**src/rtl/mac_slice_pkg.sv**
```systemverilog
package mac_slice_pkg;

  typedef enum logic [1:0] {
    XS_ZERO = 2'b00,
    XS_PROD = 2'b01,
    XS_RES  = 2'b10,
    XS_AB   = 2'b11
  } xsel_e;

  typedef enum logic [1:0] {
    YS_ZERO = 2'b00,
    YS_PROD = 2'b01,
    YS_RSVD = 2'b10,
    YS_C    = 2'b11
  } ysel_e;

  typedef enum logic [2:0] {
    ZS_ZERO     = 3'b000,
    ZS_CASC     = 3'b001,
    ZS_RES      = 3'b010,
    ZS_C        = 3'b011,
    ZS_RSVD4    = 3'b100,
    ZS_CASC_SHR = 3'b101,
    ZS_RES_SHR  = 3'b110,
    ZS_RSVD7    = 3'b111
  } zsel_e;

  localparam int MODE_W    = 7;
  localparam int CASC_SHR  = 17;

  function automatic logic mode_is_legal(input logic [MODE_W-1:0] m);
    logic ok;
    ok = 1'b1;
    if ((m[1:0] == XS_PROD) != (m[3:2] == YS_PROD)) ok = 1'b0;
    if (m[3:2] == YS_RSVD) ok = 1'b0;
    if (m[6:4] == ZS_RSVD4 || m[6:4] == ZS_RSVD7) ok = 1'b0;
    return ok;
  endfunction

endpackage

```
**src/rtl/mac_pipe_reg.sv**
```systemverilog
module mac_pipe_reg #(
  parameter int W  = 8,
  parameter int EN = 1
) (
  input  logic         clk,
  input  logic         rst,
  input  logic         ce,
  input  logic [W-1:0] d,
  output logic [W-1:0] q
);

  generate
    if (EN != 0) begin : g_reg
      logic [W-1:0] q_r;
      always_ff @(posedge clk) begin
        if (rst)     q_r <= '0;
        else if (ce) q_r <= d;
      end
      assign q = q_r;

      // reset clears the stage on the following edge
      a_r1_sync_clear: assert property (@(posedge clk) rst |=> (q == '0));
      // a disabled stage keeps its contents
      a_r9_hold: assert property (@(posedge clk) disable iff (rst)
        !ce |=> $stable(q));
    end else begin : g_wire
      logic unused_ctl;
      assign unused_ctl = ^{clk, rst, ce};
      assign q = d;
    end
  endgenerate

endmodule

```
**src/rtl/mac_opmux.sv**
```systemverilog
module mac_opmux
  import mac_slice_pkg::*;
#(
  parameter int MW = 36,
  parameter int CW = 48,
  parameter int PW = 48
) (
  input  logic [MODE_W-1:0] mode,
  input  logic [MW-1:0]     prod,
  input  logic [MW-1:0]     ab_cat,
  input  logic [CW-1:0]     c_op,
  input  logic [PW-1:0]     res_fb,
  input  logic [PW-1:0]     casc_in,
  output logic [PW-1:0]     x_op,
  output logic [PW-1:0]     y_op,
  output logic [PW-1:0]     z_op
);

  localparam int EXT = PW - MW;

  logic [PW-1:0] prod_ext;
  logic [PW-1:0] ab_ext;
  logic [PW-1:0] c_ext;
  logic [PW-1:0] casc_shr;
  logic [PW-1:0] res_shr;
  xsel_e xs;
  ysel_e ys;
  zsel_e zs;

  assign prod_ext = {{EXT{prod[MW-1]}}, prod};
  assign ab_ext   = {{EXT{ab_cat[MW-1]}}, ab_cat};
  assign c_ext    = PW'(c_op);
  assign casc_shr = $signed(casc_in) >>> CASC_SHR;
  assign res_shr  = $signed(res_fb) >>> CASC_SHR;

  assign xs = xsel_e'(mode[1:0]);
  assign ys = ysel_e'(mode[3:2]);
  assign zs = zsel_e'(mode[6:4]);

  // The product is carried whole on X; its Y selection contributes zero,
  // so it enters the sum exactly once.
  always_comb begin
    case (xs)
      XS_PROD: x_op = prod_ext;
      XS_RES:  x_op = res_fb;
      XS_AB:   x_op = ab_ext;
      default: x_op = '0;
    endcase
  end

  always_comb begin
    case (ys)
      YS_C:    y_op = c_ext;
      default: y_op = '0;
    endcase
  end

  always_comb begin
    case (zs)
      ZS_CASC:     z_op = casc_in;
      ZS_RES:      z_op = res_fb;
      ZS_C:        z_op = c_ext;
      ZS_CASC_SHR: z_op = casc_shr;
      ZS_RES_SHR:  z_op = res_shr;
      default:     z_op = '0;
    endcase
  end

endmodule

```
**src/rtl/mac_addsub.sv**
```systemverilog
module mac_addsub #(
  parameter int PW = 48
) (
  input  logic [PW-1:0] x_op,
  input  logic [PW-1:0] y_op,
  input  logic [PW-1:0] z_op,
  input  logic          sub,
  output logic [PW-1:0] sum
);

  logic [PW-1:0] xy;

  assign xy  = x_op + y_op;
  assign sum = sub ? (z_op - xy) : (z_op + xy);

endmodule

```
**src/rtl/mac_slice.sv**
```systemverilog
module mac_slice
  import mac_slice_pkg::*;
#(
  parameter int AW             = 18,
  parameter int BW             = 18,
  parameter int CW             = 48,
  parameter int PW             = 48,
  parameter int AREG           = 1,
  parameter int BREG           = 1,
  parameter int CREG           = 1,
  parameter int CTLREG         = 1,
  parameter int MREG           = 1,
  parameter int PREG           = 1,
  parameter int B_FROM_CASCADE = 0
) (
  input  logic              clk,
  input  logic              rst_ab,
  input  logic              rst_c,
  input  logic              rst_ctl,
  input  logic              rst_m,
  input  logic              rst_p,
  input  logic              ce_ab,
  input  logic              ce_c,
  input  logic              ce_ctl,
  input  logic              ce_m,
  input  logic              ce_p,
  input  logic [AW-1:0]     a,
  input  logic [BW-1:0]     b,
  input  logic [BW-1:0]     bcin,
  input  logic [CW-1:0]     c,
  input  logic [PW-1:0]     pcin,
  input  logic [MODE_W-1:0] opmode,
  input  logic              subtract,
  output logic [PW-1:0]     p,
  output logic [PW-1:0]     pcout,
  output logic [BW-1:0]     bcout
);

  localparam int MW    = AW + BW;
  localparam int CTL_W = MODE_W + 1;

  logic [BW-1:0]     b_src;
  logic [AW-1:0]     a_q;
  logic [BW-1:0]     b_q;
  logic [CW-1:0]     c_q;
  logic [CTL_W-1:0]  ctl_q;
  logic [MODE_W-1:0] mode_q;
  logic              sub_q;
  logic [MW-1:0]     prod_raw;
  logic [MW-1:0]     m_q;
  logic [PW-1:0]     x_op, y_op, z_op, sum;
  logic [PW-1:0]     p_q;

  generate
    if (B_FROM_CASCADE != 0) begin : g_bsrc_casc
      logic unused_bpin;
      assign unused_bpin = ^b;
      assign b_src = bcin;
    end else begin : g_bsrc_pin
      logic unused_bcin;
      assign unused_bcin = ^bcin;
      assign b_src = b;
    end
  endgenerate

  mac_pipe_reg #(.W(AW), .EN(AREG)) u_areg (
    .clk(clk), .rst(rst_ab), .ce(ce_ab), .d(a), .q(a_q));

  mac_pipe_reg #(.W(BW), .EN(BREG)) u_breg (
    .clk(clk), .rst(rst_ab), .ce(ce_ab), .d(b_src), .q(b_q));

  mac_pipe_reg #(.W(CW), .EN(CREG)) u_creg (
    .clk(clk), .rst(rst_c), .ce(ce_c), .d(c), .q(c_q));

  mac_pipe_reg #(.W(CTL_W), .EN(CTLREG)) u_ctlreg (
    .clk(clk), .rst(rst_ctl), .ce(ce_ctl), .d({subtract, opmode}), .q(ctl_q));

  assign mode_q = ctl_q[MODE_W-1:0];
  assign sub_q  = ctl_q[CTL_W-1];

  assign prod_raw = $signed(a_q) * $signed(b_q);

  mac_pipe_reg #(.W(MW), .EN(MREG)) u_mreg (
    .clk(clk), .rst(rst_m), .ce(ce_m), .d(prod_raw), .q(m_q));

  mac_opmux #(.MW(MW), .CW(CW), .PW(PW)) u_opmux (
    .mode    (mode_q),
    .prod    (m_q),
    .ab_cat  ({a_q, b_q}),
    .c_op    (c_q),
    .res_fb  (p_q),
    .casc_in (pcin),
    .x_op    (x_op),
    .y_op    (y_op),
    .z_op    (z_op)
  );

  mac_addsub #(.PW(PW)) u_addsub (
    .x_op(x_op), .y_op(y_op), .z_op(z_op), .sub(sub_q), .sum(sum));

  mac_pipe_reg #(.W(PW), .EN(PREG)) u_preg (
    .clk(clk), .rst(rst_p), .ce(ce_p), .d(sum), .q(p_q));

  assign p     = p_q;
  assign pcout = p_q;
  assign bcout = b_q;

  // the registered mode word never holds a reserved code
  a_r2_mode_legal: assert property (@(posedge clk) disable iff (rst_ctl)
    mode_is_legal(mode_q));

  generate
    if (BREG != 0) begin : g_bcout_chk
      // the cascade output follows the chosen B source one clock later
      a_r8_bcout_follows: assert property (@(posedge clk) disable iff (rst_ab)
        ce_ab |=> (bcout == $past(b_src)));
    end
    if (PREG != 0) begin : g_shift_chk
      // a shifted feedback alone leaves the top bits all equal
      a_r6_shift_sign: assert property (@(posedge clk) disable iff (rst_p)
        (ce_p && !sub_q && mode_q == {ZS_RES_SHR, YS_ZERO, XS_ZERO})
        |=> ((p[PW-1:PW-1-CASC_SHR] == '0) || (p[PW-1:PW-1-CASC_SHR] == '1)));
    end
  endgenerate

endmodule

```
**config.mk**
```make
export PLATFORM = sky130hd
export DESIGN_NAME = mac_slice
export DESIGN_NICKNAME = d
export VERILOG_FILES = /design/src/rtl/mac_slice_pkg.sv /design/src/rtl/mac_pipe_reg.sv /design/src/rtl/mac_opmux.sv /design/src/rtl/mac_addsub.sv /design/src/rtl/mac_slice.sv
export SDC_FILE = /design/constraint.sdc
export NUM_CORES = 2
export LEC_CHECK = 0
export BUFFER_PORTS_ARGS = -buffer_cell sky130_fd_sc_hd__buf_2
export CAP_MARGIN = 10
export CELL_PAD_IN_SITES_DETAIL_PLACEMENT = 1
export CELL_PAD_IN_SITES_GLOBAL_PLACEMENT = 1
export CORE_ASPECT_RATIO = 1.2
export CORE_MARGIN = 2
export CORE_UTILIZATION = 40
export CTS_CLUSTER_SIZE = 20
export DETAILED_ROUTE_END_ITERATION = 12
export HOLD_SLACK_MARGIN = 0.05
export PLACE_DENSITY_LB_ADDON = 0.25
export SYNTH_ARGS = -nofsm -noshare
export SYNTH_HDL_FRONTEND = slang
export SYNTH_SLANG_ARGS = --single-unit
```
**constraint.sdc**
```tcl
create_clock -name clk -period 7.85 [get_ports clk]
set_input_delay 1.57 -clock clk [delete_from_list [all_inputs] [get_ports clk]]
set_output_delay 1.57 -clock clk [all_outputs]
set_load 0.005 [all_outputs]
```
==> metrics.txt <==
Die ar. 71100 sq um; pwr/cell area 196 nW/um^2; Area Overhead vs Synth 9.45%; flop2flop setup slack 0.35 ns; Routed WL per cell 24.0 um; post-synth cell types 92; Worst Reg-to-Reg Cells 29; Slew Limit Fails 0; io pins 283; Sequential Power Share 23.3%; switching power total 2.91 mW; r2r endpoint u_preg.q[47]; Multi-input gate area 21600 sq um; worst reg2reg path startpoint u_ctlreg.q[1]; Syn Std Cell Area 27600 sq um; Min-Delay Path Class register to register; status complete, no violations; clock skew 0.0204 ns; post-synth net total 3962; initial antenna violation count 2; Reg clk slew, reported paths 0.08 ns; max cap viols 0; Peak Freq 0.133 GHz; register area 3530 sq um; Die Span Y 292 um; setup_tns 0 ns; Main synth FF type dfxtp_1; Routed Antenna Nets 0; Hold Startpoint u_mreg.q[35]; share of layout cells above drive strength 1 14.1%; unrepaired setup endpoints after global routing false; Largest stage delay, worst path 0.51 ns; vias per inst 5.62; GPL Wtd Cong 0.941; Clock Path Buffers 2; clock group share of total power 15.6%; WP data arrival 7.92 ns; Post-Synthesis Cells 3274; initial DRC count 1173; Yosys warnings 0; diode count 0; CTS Root Cell clkbuf_16; worst skew pair latency 0.52 ns; Final Hold Fails 0; minimum clock period 7.50 ns; CTS H-tree depth 4; Slew HR 29.2%; # setup viols final 0; Setup CP Type register to register; number of global-route vias before repair 26500; worst-margin pin slew 1.06 ns; worst vdd ir 0.000186 V; Crit Path Max Fanout 13; synthesized flop and latch total 176; most frequent cells in the layout inv_1 (359), fa_1 (331), nand2_1 (312), buf_2 (264), nor2_1 (251); Remaining Overflow, GRT 0; first-pass iteration count of the detailed router 5; sequential fraction of the synthesis area 12.8%; initial core utilization 40.4%; Hold Path Stages 2; DR vias 24300; Comb pwr share 61.1%; die width 244 um; CP Data Required Time 8.28 ns; CP Launch Type register; Sw Share 49.2%; largest net degree at the start of global routing 54; hpwl dp 86500 um; most used cell along the critical path a21oi_1; Num CTS Buffers 17; Core Box Area 68300 sq um; syn avg cell area 8.43 sq um; Critical Path End Type register; first-pass GRT wire length 159000 um; Rows 105; fraction of the cycle the final worst path needs 95.5%; fin cells 4319; # nets final 4085; CTS tree built; Internal Power 3.01 mW; drt total wl 104000 um; post-placement cell count 4287; commonest non-fill, non-tap cell in the layout inv_1; CTS sink cnt 176; Pleak 14.3 nW; CP max stage cell or4_4; total track usage 29.3%; FFs w/ async S/R, synth 0%; EDFF count, synth 0; Residual DRC 0; Hold EP u_mreg.q[35]; Fill cells 8229; number of port buffers 264
[synth_stat cells, types with 44 or more instances]
master | number | area [sq um]
inv_1 | 359 | 1350
xor2_1 | 58 | 508
nor2_1 | 251 | 942
and2_1 | 125 | 782
nand2b_1 | 50 | 313
nand2_1 | 312 | 1170
mux2i_1 | 181 | 1810
buf_4 | 49 | 368
fa_1 | 331 | 6630
ha_1 | 188 | 2350
xnor2_1 | 97 | 850
a21oi_1 | 161 | 806
dfxtp_1 | 176 | 3520
a21o_1 | 73 | 548
clkbuf_1 | 175 | 657
mux2_2 | 53 | 597
nand3_1 | 44 | 220
and3_1 | 59 | 369
o21ai_0 | 112 | 561
[area by class of cell]
cell class	count	area share, %
multi-input cells	2492	71.6
flip-flops and latches	176	11.7
inverters	359	4.46
clock inverters	12	0.501
repair buffers	351	6.54
clock buffers	20	1.45
well taps	909	3.77
[worst max-delay path: cells and delay by family, from the launching register on]
kind	cells	cell delay (ns)
adders and majority gates	3	0.76
buffers and inverters	1	0.09
xor gates and xnor gates	2	0.71
AOI/OAI and AO/OA	14	3.05
muxes	1	0.39
DFF	1	0.46
and+or+nand+nor	8	1.91
[per-layer routing]
| metal | part of all wire, % | GRT usage, % |
|---|---|---|
| met3 | 3.8 | 3.47 |
| met4 | 4.0 | 12.3 |
| met1 | 42 | 35.5 |
| met5 | 0 | 0 |
| met2 | 50 | 52.3 |
[worst max path at each step]
stage               depth (start not counted)           end          start  slack, ns
finish                                     29  u_preg.q[47]  u_ctlreg.q[1]       0.35
global route                               29  u_preg.q[47]  u_ctlreg.q[1]       0.03
global placement                           28  u_preg.q[47]  u_ctlreg.q[1]       0.45
floorplan                                  31  u_preg.q[47]  u_ctlreg.q[1]       0.91
CTS                                        28  u_preg.q[47]  u_ctlreg.q[1]        0.1
detailed placement                         28  u_preg.q[47]  u_ctlreg.q[1]       0.14
[cell families after synthesis]
group	synth area share (%)
multiplexers	8.73
AND/OR/NAND/NOR	17.3
buffers and inverters	8.96
AO/OA/AOI/OAI	14.7
flip-flops	12.8
XOR/XNOR	5.00
adder cells (fa/ha/maj)	32.5
[per-stage QoR]
stage / utilization, % / power [mW] / area (sq um) / setup WS (ns) / hold WS [ns]
4_1_cts: 44.2 / 5.91 / 30200 / 0.0993 / 0.463
3_5_place_dp: 43.3 / 4.94 / 29600 / 0.138 / 0.443
5_1_grt: 44.2 / 6.31 / 30200 / 0.0286 / 0.489
6_report: 44.2 / 5.92 / 30200 / 0.354 / 0.455
2_1_floorplan: - / 3.68 / 27600 / 0.906 / 0.421
3_3_place_gp: 43.3 / 4.85 / 29600 / 0.448 / 0.436
[flip-flops by register name, indices dropped and copies added (netlist names)]
register	cells
u_preg.q	48
u_mreg.q	36
u_creg.q	48
u_ctlreg.q	8
u_breg.q	18
u_areg.q	18
[power by group through the flow]
| stage | combinational, mW | clock [mW] | sequential, mW |
|---|---|---|---|
| after CTS | 3.58 | 0.953 | 1.37 |
| final | 3.61 | 0.926 | 1.38 |
| after detailed placement | 3.56 | 0 | 1.39 |
| after floorplan | 2.46 | 0 | 1.22 |
| after global placement | 3.47 | 0 | 1.38 |
| after global routing | 3.94 | 0.981 | 1.38 |
[timing repair]
action,CTS,global route
resized for setup,0,6
setup endpoints to repair,0,4
hold buffers,0,0
setup buffers,0,0
Note: power is estimated with default switching activity, not from simulation.
